===== src/rtl/hm_pkg.sv =====
package hm_pkg;

  localparam logic [1:0] LVL_ZERO = 2'b00;
  localparam logic [1:0] LVL_POS  = 2'b01;
  localparam logic [1:0] LVL_NEG  = 2'b11;

  // Sample pattern: small gaps before each edge, remainder closes the quarter.
  function automatic int unsigned gap_of(int unsigned row, int unsigned step,
                                         int unsigned nedge, int unsigned qc);
    int unsigned acc;
    acc = 0;
    if (step < nedge) return 3 + ((row + step) % 4);
    for (int unsigned k = 0; k < nedge; k++) acc += 3 + ((row + k) % 4);
    return qc - acc;
  endfunction

endpackage


===== src/rtl/hm_gap_table.sv =====
module hm_gap_table #(
  parameter int unsigned NROWS = 8,
  parameter int unsigned NEDGE = 15,
  parameter int unsigned QC    = 96,
  parameter int unsigned NPORT = 3,
  parameter int unsigned RW    = 3,
  parameter int unsigned SW    = 4,
  parameter int unsigned CW    = 7
) (
  input  logic [NPORT*RW-1:0] rd_row_i,
  input  logic [NPORT*SW-1:0] rd_step_i,
  output logic [NPORT*CW-1:0] gap_o
);
  localparam int unsigned NSTEP = NEDGE + 1;
  localparam int unsigned DEPTH = NROWS * NSTEP;
  localparam int unsigned AW    = $clog2(DEPTH);

  logic [CW-1:0] rom [DEPTH];

  for (genvar r = 0; r < NROWS; r++) begin : g_row
    for (genvar k = 0; k < NSTEP; k++) begin : g_ent
      assign rom[r*NSTEP + k] = CW'(hm_pkg::gap_of(r, k, NEDGE, QC));
    end
  end

  for (genvar p = 0; p < NPORT; p++) begin : g_port
    logic [RW-1:0] row_c;
    logic [AW-1:0] addr;
    always_comb begin
      row_c = rd_row_i[p*RW +: RW];
      if (int'(row_c) >= NROWS) row_c = RW'(NROWS - 1);
      addr = AW'(row_c) * AW'(NSTEP) + AW'(rd_step_i[p*SW +: SW]);
    end
    assign gap_o[p*CW +: CW] = rom[addr];
  end

endmodule


===== src/rtl/hm_phase_seq.sv =====
module hm_phase_seq #(
  parameter int unsigned NEDGE = 15,
  parameter int unsigned RW    = 3,
  parameter int unsigned SW    = 4,
  parameter int unsigned CW    = 7
) (
  input  logic          clk_i,
  input  logic          rst_ni,
  input  logic          en_i,
  input  logic          go_i,
  input  logic [RW-1:0] row_i,
  input  logic [CW-1:0] gap_i,
  output logic [RW-1:0] rd_row_o,
  output logic [SW-1:0] rd_step_o,
  output logic [1:0]    lvl_o,
  output logic          start_o
);
  localparam logic [SW-1:0] LAST = SW'(NEDGE);

  logic          run_q, mag_q, start_q;
  logic [1:0]    qtr_q, nx_qtr;
  logic [SW-1:0] step_q, nx_step;
  logic [CW-1:0] cnt_q;
  logic [RW-1:0] row_q;
  logic          nx_tog, wrap;

  // Next table entry: forward in odd-numbered quarters, backward in even ones.
  always_comb begin
    nx_qtr  = qtr_q;
    nx_step = step_q;
    nx_tog  = 1'b0;
    wrap    = 1'b0;
    if (!qtr_q[0]) begin
      if (step_q != LAST) begin
        nx_step = step_q + SW'(1);
        nx_tog  = 1'b1;
      end else begin
        nx_qtr = qtr_q + 2'd1;
      end
    end else begin
      if (step_q != '0) begin
        nx_step = step_q - SW'(1);
        nx_tog  = 1'b1;
      end else begin
        nx_qtr = qtr_q + 2'd1;
        wrap   = (qtr_q == 2'd3);
      end
    end
    rd_row_o  = (!run_q || wrap) ? row_i : row_q;
    rd_step_o = run_q ? nx_step : '0;
  end

  always_ff @(posedge clk_i) begin
    if (!rst_ni) begin
      run_q <= 1'b0; mag_q <= 1'b0; start_q <= 1'b0;
      qtr_q <= '0; step_q <= '0; cnt_q <= '0; row_q <= '0;
    end else begin
      start_q <= 1'b0;
      if (!en_i) begin
        run_q <= 1'b0; mag_q <= 1'b0;
        qtr_q <= '0; step_q <= '0; cnt_q <= '0;
      end else if (!run_q) begin
        if (go_i) begin
          run_q   <= 1'b1;
          qtr_q   <= '0;
          step_q  <= '0;
          cnt_q   <= gap_i;
          row_q   <= row_i;
          mag_q   <= 1'b0;
          start_q <= 1'b1;
        end
      end else if (cnt_q == CW'(1)) begin
        qtr_q  <= nx_qtr;
        step_q <= nx_step;
        cnt_q  <= gap_i;
        if (nx_tog) mag_q <= ~mag_q;
        if (wrap) begin
          row_q   <= row_i;
          start_q <= 1'b1;
        end
      end else begin
        cnt_q <= cnt_q - CW'(1);
      end
    end
  end

  assign lvl_o   = mag_q ? (qtr_q[1] ? hm_pkg::LVL_NEG : hm_pkg::LVL_POS) : hm_pkg::LVL_ZERO;
  assign start_o = start_q;

  // a running phase always has a live wait count
  p_cnt_live_r3: assert property (@(posedge clk_i) disable iff (!rst_ni)
    run_q |-> cnt_q != '0);

  // level is held while the wait count has not expired
  p_hold_r3: assert property (@(posedge clk_i) disable iff (!rst_ni)
    (run_q && $past(run_q) && $past(cnt_q) != CW'(1)) |-> $stable(lvl_o));

  // the active level at each quarter entry follows the mirror rule
  p_qtr_entry_r4: assert property (@(posedge clk_i) disable iff (!rst_ni)
    (run_q && $past(run_q) && qtr_q != $past(qtr_q)) |-> mag_q == qtr_q[0]);

  // period strobe lasts one cycle
  p_strobe_single_r7: assert property (@(posedge clk_i) disable iff (!rst_ni)
    start_q |=> !start_q);

endmodule


===== src/rtl/hm_pwm_sequencer.sv =====
module hm_pwm_sequencer #(
  parameter int unsigned NROWS       = 8,
  parameter int unsigned NEDGE       = 15,
  parameter int unsigned QUARTER_CYC = 96,
  localparam int unsigned RW         = (NROWS > 1) ? $clog2(NROWS) : 1
) (
  input  logic          clk_i,
  input  logic          rst_ni,
  input  logic          en_i,
  input  logic [RW-1:0] row_i,
  output logic [5:0]    lvl_o,
  output logic          period_start_o
);
  localparam int unsigned NPH    = 3;
  localparam int unsigned SW     = $clog2(NEDGE + 1);
  localparam int unsigned CW     = $clog2(QUARTER_CYC + 1);
  localparam int unsigned PERIOD = 4 * QUARTER_CYC;
  localparam int unsigned OFF_B  = PERIOD / 3;
  localparam int unsigned OFF_C  = (2 * PERIOD) / 3;
  localparam int unsigned DW     = $clog2(OFF_C + 1);

  logic [DW-1:0]     dly_q;
  logic [NPH-1:0]    go, starts;
  logic [NPH*RW-1:0] rd_row;
  logic [NPH*SW-1:0] rd_step;
  logic [NPH*CW-1:0] gap;

  // Time since enable, saturating once the last phase has been launched.
  always_ff @(posedge clk_i) begin
    if (!rst_ni || !en_i)      dly_q <= '0;
    else if (dly_q != DW'(OFF_C)) dly_q <= dly_q + DW'(1);
  end

  hm_gap_table #(
    .NROWS(NROWS), .NEDGE(NEDGE), .QC(QUARTER_CYC), .NPORT(NPH),
    .RW(RW), .SW(SW), .CW(CW)
  ) tbl_i (
    .rd_row_i (rd_row),
    .rd_step_i(rd_step),
    .gap_o    (gap)
  );

  for (genvar p = 0; p < NPH; p++) begin : g_ph
    localparam int unsigned OFF = (p * PERIOD) / 3;
    assign go[p] = en_i && (dly_q == DW'(OFF));

    hm_phase_seq #(.NEDGE(NEDGE), .RW(RW), .SW(SW), .CW(CW)) seq_i (
      .clk_i    (clk_i),
      .rst_ni   (rst_ni),
      .en_i     (en_i),
      .go_i     (go[p]),
      .row_i    (row_i),
      .gap_i    (gap[p*CW +: CW]),
      .rd_row_o (rd_row[p*RW +: RW]),
      .rd_step_o(rd_step[p*SW +: SW]),
      .lvl_o    (lvl_o[p*2 +: 2]),
      .start_o  (starts[p])
    );
  end

  assign period_start_o = starts[0];

  // disabling forces every phase to zero on the next cycle
  p_idle_zero_r9: assert property (@(posedge clk_i) disable iff (!rst_ni)
    !en_i |=> (lvl_o == '0 && !period_start_o));

  // phase period starts never coincide
  p_start_spread_r8: assert property (@(posedge clk_i) disable iff (!rst_ni)
    $onehot0(starts));

  // phase A opens each period at level 0
  p_open_zero_r10: assert property (@(posedge clk_i) disable iff (!rst_ni)
    period_start_o |-> lvl_o[1:0] == 2'b00);

  // phase B idle until its offset has elapsed
  p_b_wait_r8: assert property (@(posedge clk_i) disable iff (!rst_ni)
    (dly_q < DW'(OFF_B)) |-> lvl_o[3:2] == 2'b00);

endmodule


===== config.mk =====
export PLATFORM = sky130hd
export DESIGN_NAME = hm_pwm_sequencer
export DESIGN_NICKNAME = d
export VERILOG_FILES = /design/src/rtl/hm_pkg.sv /design/src/rtl/hm_gap_table.sv /design/src/rtl/hm_phase_seq.sv /design/src/rtl/hm_pwm_sequencer.sv
export SDC_FILE = /design/constraint.sdc
export NUM_CORES = 1
export LEC_CHECK = 0
export ABC_AREA = 0
export BUFFER_PORTS_ARGS = -buffer_cell sky130_fd_sc_hd__buf_2
export CORE_MARGIN = 2
export CORE_UTILIZATION = 50
export CTS_CLUSTER_SIZE = 40
export DETAILED_ROUTE_END_ITERATION = 12
export HOLD_SLACK_MARGIN = 0.03
export PLACE_DENSITY_LB_ADDON = 0.12
export SYNTH_ARGS = -nofsm -noshare
export SYNTH_HDL_FRONTEND = slang
export SYNTH_SLANG_ARGS = --single-unit

===== constraint.sdc =====
create_clock -name clk_i -period 8.4 [get_ports clk_i]
set_clock_uncertainty 0.05 [all_clocks]
set_input_delay 0.84 -clock clk_i [delete_from_list [all_inputs] [get_ports clk_i]]
set_output_delay 0.84 -clock clk_i [all_outputs]
set_load 0.005 [all_outputs]

Yosys cells after proc, flatten, opt, wreduce, memory -nomap -nowiden

Memory sizes are Yosys's and may differ from the RTL's.
Index checks and enable logic that the tools add are counted.
W data, S select, Z words.

Flip-flop bits (word level): 64
Latch bits: 0
Memory bits (writable): 0
Memory bits (read-only): 2688
Input bits: 6
Output and inout port bits: 7
Logic and storage cells: 221
Memories: 3

Memories:

| memory          | words | width | read ports | clocked after Yosys merged registers in | write ports | line               | source |
|---|---|---|---|---|---|---|---|
| (no name shown) | 128   | 7     | 1          | 0                                       | 0           | hm_gap_table.sv:34 | `assign gap_o[p*CW +: CW] = rom[addr];` |
| (no name shown) | 128   | 7     | 1          | 0                                       | 0           | hm_gap_table.sv:34 |  |
| (no name shown) | 128   | 7     | 1          | 0                                       | 0           | hm_gap_table.sv:34 |  |

Add/sub/neg operators: 16
Multipliers: 0
Divide/modulo/power cells: 0
Magnitude comparators: 3
Equality and inequality tests: 27
Shift-type cells: 0
Multiplexer cells: 111
Bitwise operators: 6
Reduce and logical (&&, ||, !) cells: 32

Operators by type and width:

| kind                  | count |
|---|---|
| $mux W7               | 15 |
| $mux W4               | 21 |
| $mux W2               | 24 |
| $mux W3               | 15 |
| $mux W1               | 36 |
| $ge A8 B8 Y1 const B  | 3 |
| $not A7 Y8            | 3 |
| $reduce_and A4 Y1     | 6 |
| $add A7 B4 Y7         | 3 |
| $eq A7 B1 Y1 const B  | 3 |
| $sub A7 B1 Y7 const B | 3 |
| $ne A2 B2 Y1 const B  | 9 |
| $ne A3 B3 Y1 const B  | 6 |
| $add A4 B1 Y4 const B | 3 |
| $ne A4 B4 Y1 const B  | 3 |
| $reduce_bool A4 Y1    | 3 |
| $sub A4 B1 Y4 const B | 3 |
| $add A9 B1 Y9 const B | 1 |
| $eq A9 B8 Y1 const B  | 1 |
| $eq A9 B9 Y1 const B  | 1 |
| $logic_not A9 Y1      | 1 |
| $ne A9 B9 Y1 const B  | 1 |
| $reduce_and A3 Y1     | 3 |
| $reduce_and A2 Y1     | 4 |
| other kinds (7)       | 24 |

Longest topological paths before layout

Depth after elaboration: 12
Gate-level depth with buffers: 12
Mapped depth without buffers: 12

By module

A second synthesis with hierarchy kept.

Cells, all modules: 548
Area total of the unflattened synthesis: 4799.6 um2

Modules (own cells, without submodules):

| module           | times used | cells each | area an instance (um2) | sequential area each (um2) |
|---|---|---|---|---|
| hm_phase_seq     | 3          | 147        | 1276.2                 | 380.4 |
| hm_pwm_sequencer | 1          | 56         | 511.7                  | 180.2 |
| hm_gap_table     | 1          | 51         | 459.2                  | 0.0 |

Worst setup path before layout

Ideal clock, no wire load.

Path type: reg-to-reg
From: reg g_ph[2].seq_i.step_q[0]
To: reg g_ph[2].seq_i.cnt_q[2]
Setup time: 0.128 ns
Arrival time: 2.527 ns
Data required time: 8.222 ns
Path slack: 5.695 ns
Cell stages (with the launch flop): 12
Buffers on the path: 0
Period minus slack after synthesis: 2.705 ns
Cell sequence: dfxtp_1 > inv_1 > ha_1 > or3b_4 > mux2i_4 > mux2i_1 > ha_1 > nand2_1 > o41ai_1 > o21ai_0 > a221oi_1 > a21oi_1

Elaborated cells on any way between the ends: 20
Those cells by class: add/sub: 3; eq/ne: 1; mux: 12; bitwise: 1; reduce/logical: 2; memory: 1

RTL lines:

| what                                          | line                                   | source |
|---|---|---|
| start, declared                               | hm_phase_seq.sv:22                     | `logic [SW-1:0] step_q, nx_step;` |
| start signal, assigned                        | hm_phase_seq.sv:74                     | `step_q <= nx_step;` |
| $add A4 B1 Y4, or another cell as far along   | hm_phase_seq.sv:35                     | `nx_step = step_q + SW'(1);` |
| $mux W4, on equally long branches             | hm_phase_seq.sv:34, hm_phase_seq.sv:41 |  |
| $mux W4 *                                     | hm_phase_seq.sv:33                     | `if (!qtr_q[0]) begin` |
| $mux W4 *                                     | hm_phase_seq.sv:50                     | `rd_step_o = run_q ? nx_step : '0;` |
| named net g_ph[2].seq_i.rd_step_o[0]          | hm_phase_seq.sv:14                     | `output logic [SW-1:0] rd_step_o,` |
| $add A7 B4 Y7 *                               | hm_gap_table.sv:32                     | `addr = AW'(row_c) * AW'(NSTEP) + AW'(rd_step_i[p*SW +: SW]);` |
| $not A7 Y8 (implied by the code) *            | hm_gap_table.sv:34                     |  |
| $mem_v2 Z128 W7 *                             | -                                      |  |
| $mux W7 (implied by the code) * (2 in series) | hm_gap_table.sv:34                     |  |
| $mux W7, on equally long branches             | hm_phase_seq.sv:63, hm_phase_seq.sv:72 |  |
| $mux W7 *                                     | hm_phase_seq.sv:62                     | `end else if (!run_q) begin` |
| end signal, assigned                          | hm_phase_seq.sv:67                     | `cnt_q <= gap_i;` |
| end signal, assigned                          | hm_phase_seq.sv:75                     | `cnt_q <= gap_i;` |
| end signal, assigned                          | hm_phase_seq.sv:82                     | `cnt_q <= cnt_q - CW'(1);` |
| end, declared                                 | hm_phase_seq.sv:23                     | `logic [CW-1:0] cnt_q;` |

The timed path passes the listed nets; every way through them passes the cells marked *. The select of a mux whose other input is x is not followed.
A chain may end at the register's enable or synchronous reset.

Worst setup path after layout

Ends and elaborated chain as after synthesis.

==> impl_results.md <==
- Syn Inst Count: a little over 500
- Setup TNS: 0 ps
- Root Buffer Master: clkbuf_8
- Max Root-Sink Buffers: 2
- Outcome: finished, final reports clean
- # nets final: around 550
- Syn Area/Cell: 8.323 µm²
- Worst Hold Depth: 1
- Ys async rst share: 0
- Die area: 9259 µm²
- Worst rel slew slack: 0.5545
- # Post-CTS Setup Buffers: 0
- Yosys reg bits: 61
- Design Area, Final: between 4000 and 5000 µm²
- Buf/Inv on CP: 1
- Power Total: 606.8 µW
- Post-placement cell area: about 4300 µm²
- Vias: 3,547
- Clock Latency Late Sink: around 350 ps
- Crit Path Max Fanout: 6
- Netlist cell types: 67
- Die H: 96.23 µm
- Antenna-violating nets left: 0
- CTS Buf Count: 9
- Syn Nets: 548
- CP peak stage delay: around 520 ps
- Min cycle time layout: 3157 ps
- VDD IR max: 0.07699 mV
- Vias in the first global route: 3,281
- CP dominant cell by count: ha_1
- Fin Hold WS: 421.3 ps
- Hold Crit Class: reg -> reg
- I/O Buffers: 11
- Die Span X: just under 100 µm
- Most used DFF post-synth: dfxtp_1
- I/O pin total: 13
- H-tree depth: 3
- GRT Total Usage: 0.2132
- Core ar.: 8217 µm²
- DP Wirelength: ~6600 µm
- Post-cts sizing count: 0
- Synthesized cell area: 4253 µm²
- Starting Density: 0.5176
- Fin crit share: 0.3758
- RSZ-0062 raised after global routing: false
- Hold buffer count at CTS: 0
- DR vias/cell: 5.703
- Slew @ Worst Pin: roughly 650 ps
- CTS sink cnt: 61
- Critical Path Sink Type: register
- # diodes: 0
- CP max-delay cell: mux2i_1
- Routed wire length: roughly 9000 µm
- # DRC: 0
- Critical path depth: 11
- Rows: 33
- FF-to-FF path depth: 11
- Layout cells sized above 1: 0.1103
- Initial drt markers: 125
- EDFF count, synth: 0
- Worst-path clk slew: 80 ps
- Dpl ws: 5252 ps
- Fin worst setup slack: 5243 ps
- TritonCTS clock tree: done
- Overflow left after global routing: 0
- Initial antenna violation count: 0
- MaxCap Viol Count: 0
- Worst Path Required: 8580 ps
- Max-slew violation count: 0
- Critical path class: reg -> reg
- P&R area growth vs syn: 6.178%
- Crit path DAT: 3330 ps
- CP delay by family, top: multiplexers
- RD Place Congestion: approximately 0.84
- Startpoint types: register
- Hold Vio Cnt, Final: 0
- Seq/Total Area, Yosys: 0.2871
- Final setup viols: 0
- Wire length of the first global-routing pass: 15,370 µm
- Static Leak: around 1.7 nW
- Synth warn: 0
- CP Cell Sequence: inv_1 -> ha_1 -> or3b_4 -> mux2i_4 -> mux2i_1 -> ha_1 -> nand2_1 -> o41ai_1 -> o21ai_0 -> a221oi_1 -> a21oi_1
- Routed len/inst: 14.44 µm
- Detailed Routing Iterations Pass 1: 6
- Largest net degree at the start of global routing: 30
- Fmax: around 320 MHz
- PwrDens: 134.4 nW/µm²
final timing paths:
path	from	end	slack, ps
hold / removal	g_ph[0].seq_i.cnt_q[6]	g_ph[0].seq_i.cnt_q[6]	420
hold reg to reg	g_ph[0].seq_i.cnt_q[6]	g_ph[0].seq_i.cnt_q[6]	420
setup / recovery	g_ph[2].seq_i.step_q[0]	g_ph[2].seq_i.cnt_q[2]	5240
setup reg to reg	g_ph[2].seq_i.step_q[0]	g_ph[2].seq_i.cnt_q[2]	5240
placed cells by master (no fill, tap or decap), drive strengths merged, types with 17 or more instances in the layout:
cell and instances:
ha 31, nand2 49, o21ai 28, dfxtp 61
nand3 17, inv 29, mux2i 27, nor2 48
a21oi 45
stage by stage:
| stage | utilization | std cells |
|---|---|---|
| detailed placement | 0.5254 | 606 |
| global placement | 0.5254 | 606 |
| floorplan | - | 511 |
| global route | 0.5496 | 622 |
| CTS | 0.5496 | 622 |
| finish | 0.5496 | 622 |
per-layer routing:
| metal | track usage | part of all wire | vias to the layer above |
|---|---|---|---|
| met2 | 0.3380 | 0.45 | 55 |
| met5 | 0 | 0 | - |
| li1 | - | - | 1838 |
| met3 | 0.04542 | 0.035 | 10 |
| met1 | 0.2877 | 0.51 | 1644 |
| met4 | 0.07024 | 0.011 | 0 |
power breakdown:
| part | leakage [nW] | switching [mW] | internal (mW) | total, mW |
|---|---|---|---|---|
| combinational | 1.15 | 0.0280 | 0.0169 | 0.0449 |
| sequential | 0.492 | 0.00323 | 0.292 | 0.295 |
| clock | 0.0918 | 0.129 | 0.138 | 0.267 |
area by class of cell:
type / instances / area, µm²
inverter: 28 / 105.1
multi-input combinational: 400 / 2796
sequential: 61 / 1221
timing repair buffer: 12 / 62.56
tap: 105 / 131.4
clock buffer: 9 / 123.9
clock inverter: 7 / 75.07
fill: 795 / 3701
synthesized netlist by cell type, drive strengths merged, types with 4 or more instances:
master,n,area (µm²)
mux2i,27,315.3
and2,7,43.79
a211oi,6,45.04
buf,13,96.34
ha,31,387.9
xor2,10,87.58
dfxtp,61,1221
nand3,17,95.09
mux2,6,67.56
a31oi,12,75.07
nand2,49,183.9
or3,5,31.28
nor2,48,180.2
a21o,4,31.28
nand3b,5,50.05
o21ai,28,173.9
nand4,7,43.79
xnor2,6,52.55
nor3,10,50.05
a22oi,4,30.03
a221oi,4,41.29
inv,28,105.1
nand2b,9,56.30
clkbuf,9,33.78
nor2b,10,62.56
and3,5,31.28
a21oi,45,225.2
o211ai,5,37.54
sequential cells by signal (all words and copies together) (netlist names):
signal              count
g_ph.seq_i.start_o      1
g_ph.seq_i.run_q        3
g_ph.seq_i.row_q        6
g_ph.seq_i.mag_q        3
g_ph.seq_i.step_q      12
g_ph.seq_i.cnt_q       21
dly_q                   9
g_ph.seq_i.qtr_q        6
cells by family (layout without fill, tap and decap cells):
group,Yosys count,in the layout,share of synthesized area
and+or+nand+nor,193,193,0.2442
AOI/OAI and AO/OA,125,125,0.1886
DFF,61,61,0.2871
buffers and inverters,50,56,0.05531
muxes,35,35,0.1006
adders and majority gates,31,31,0.09120
xor gates and xnor gates,16,16,0.03295
Power figures use the tool's default switching activity.
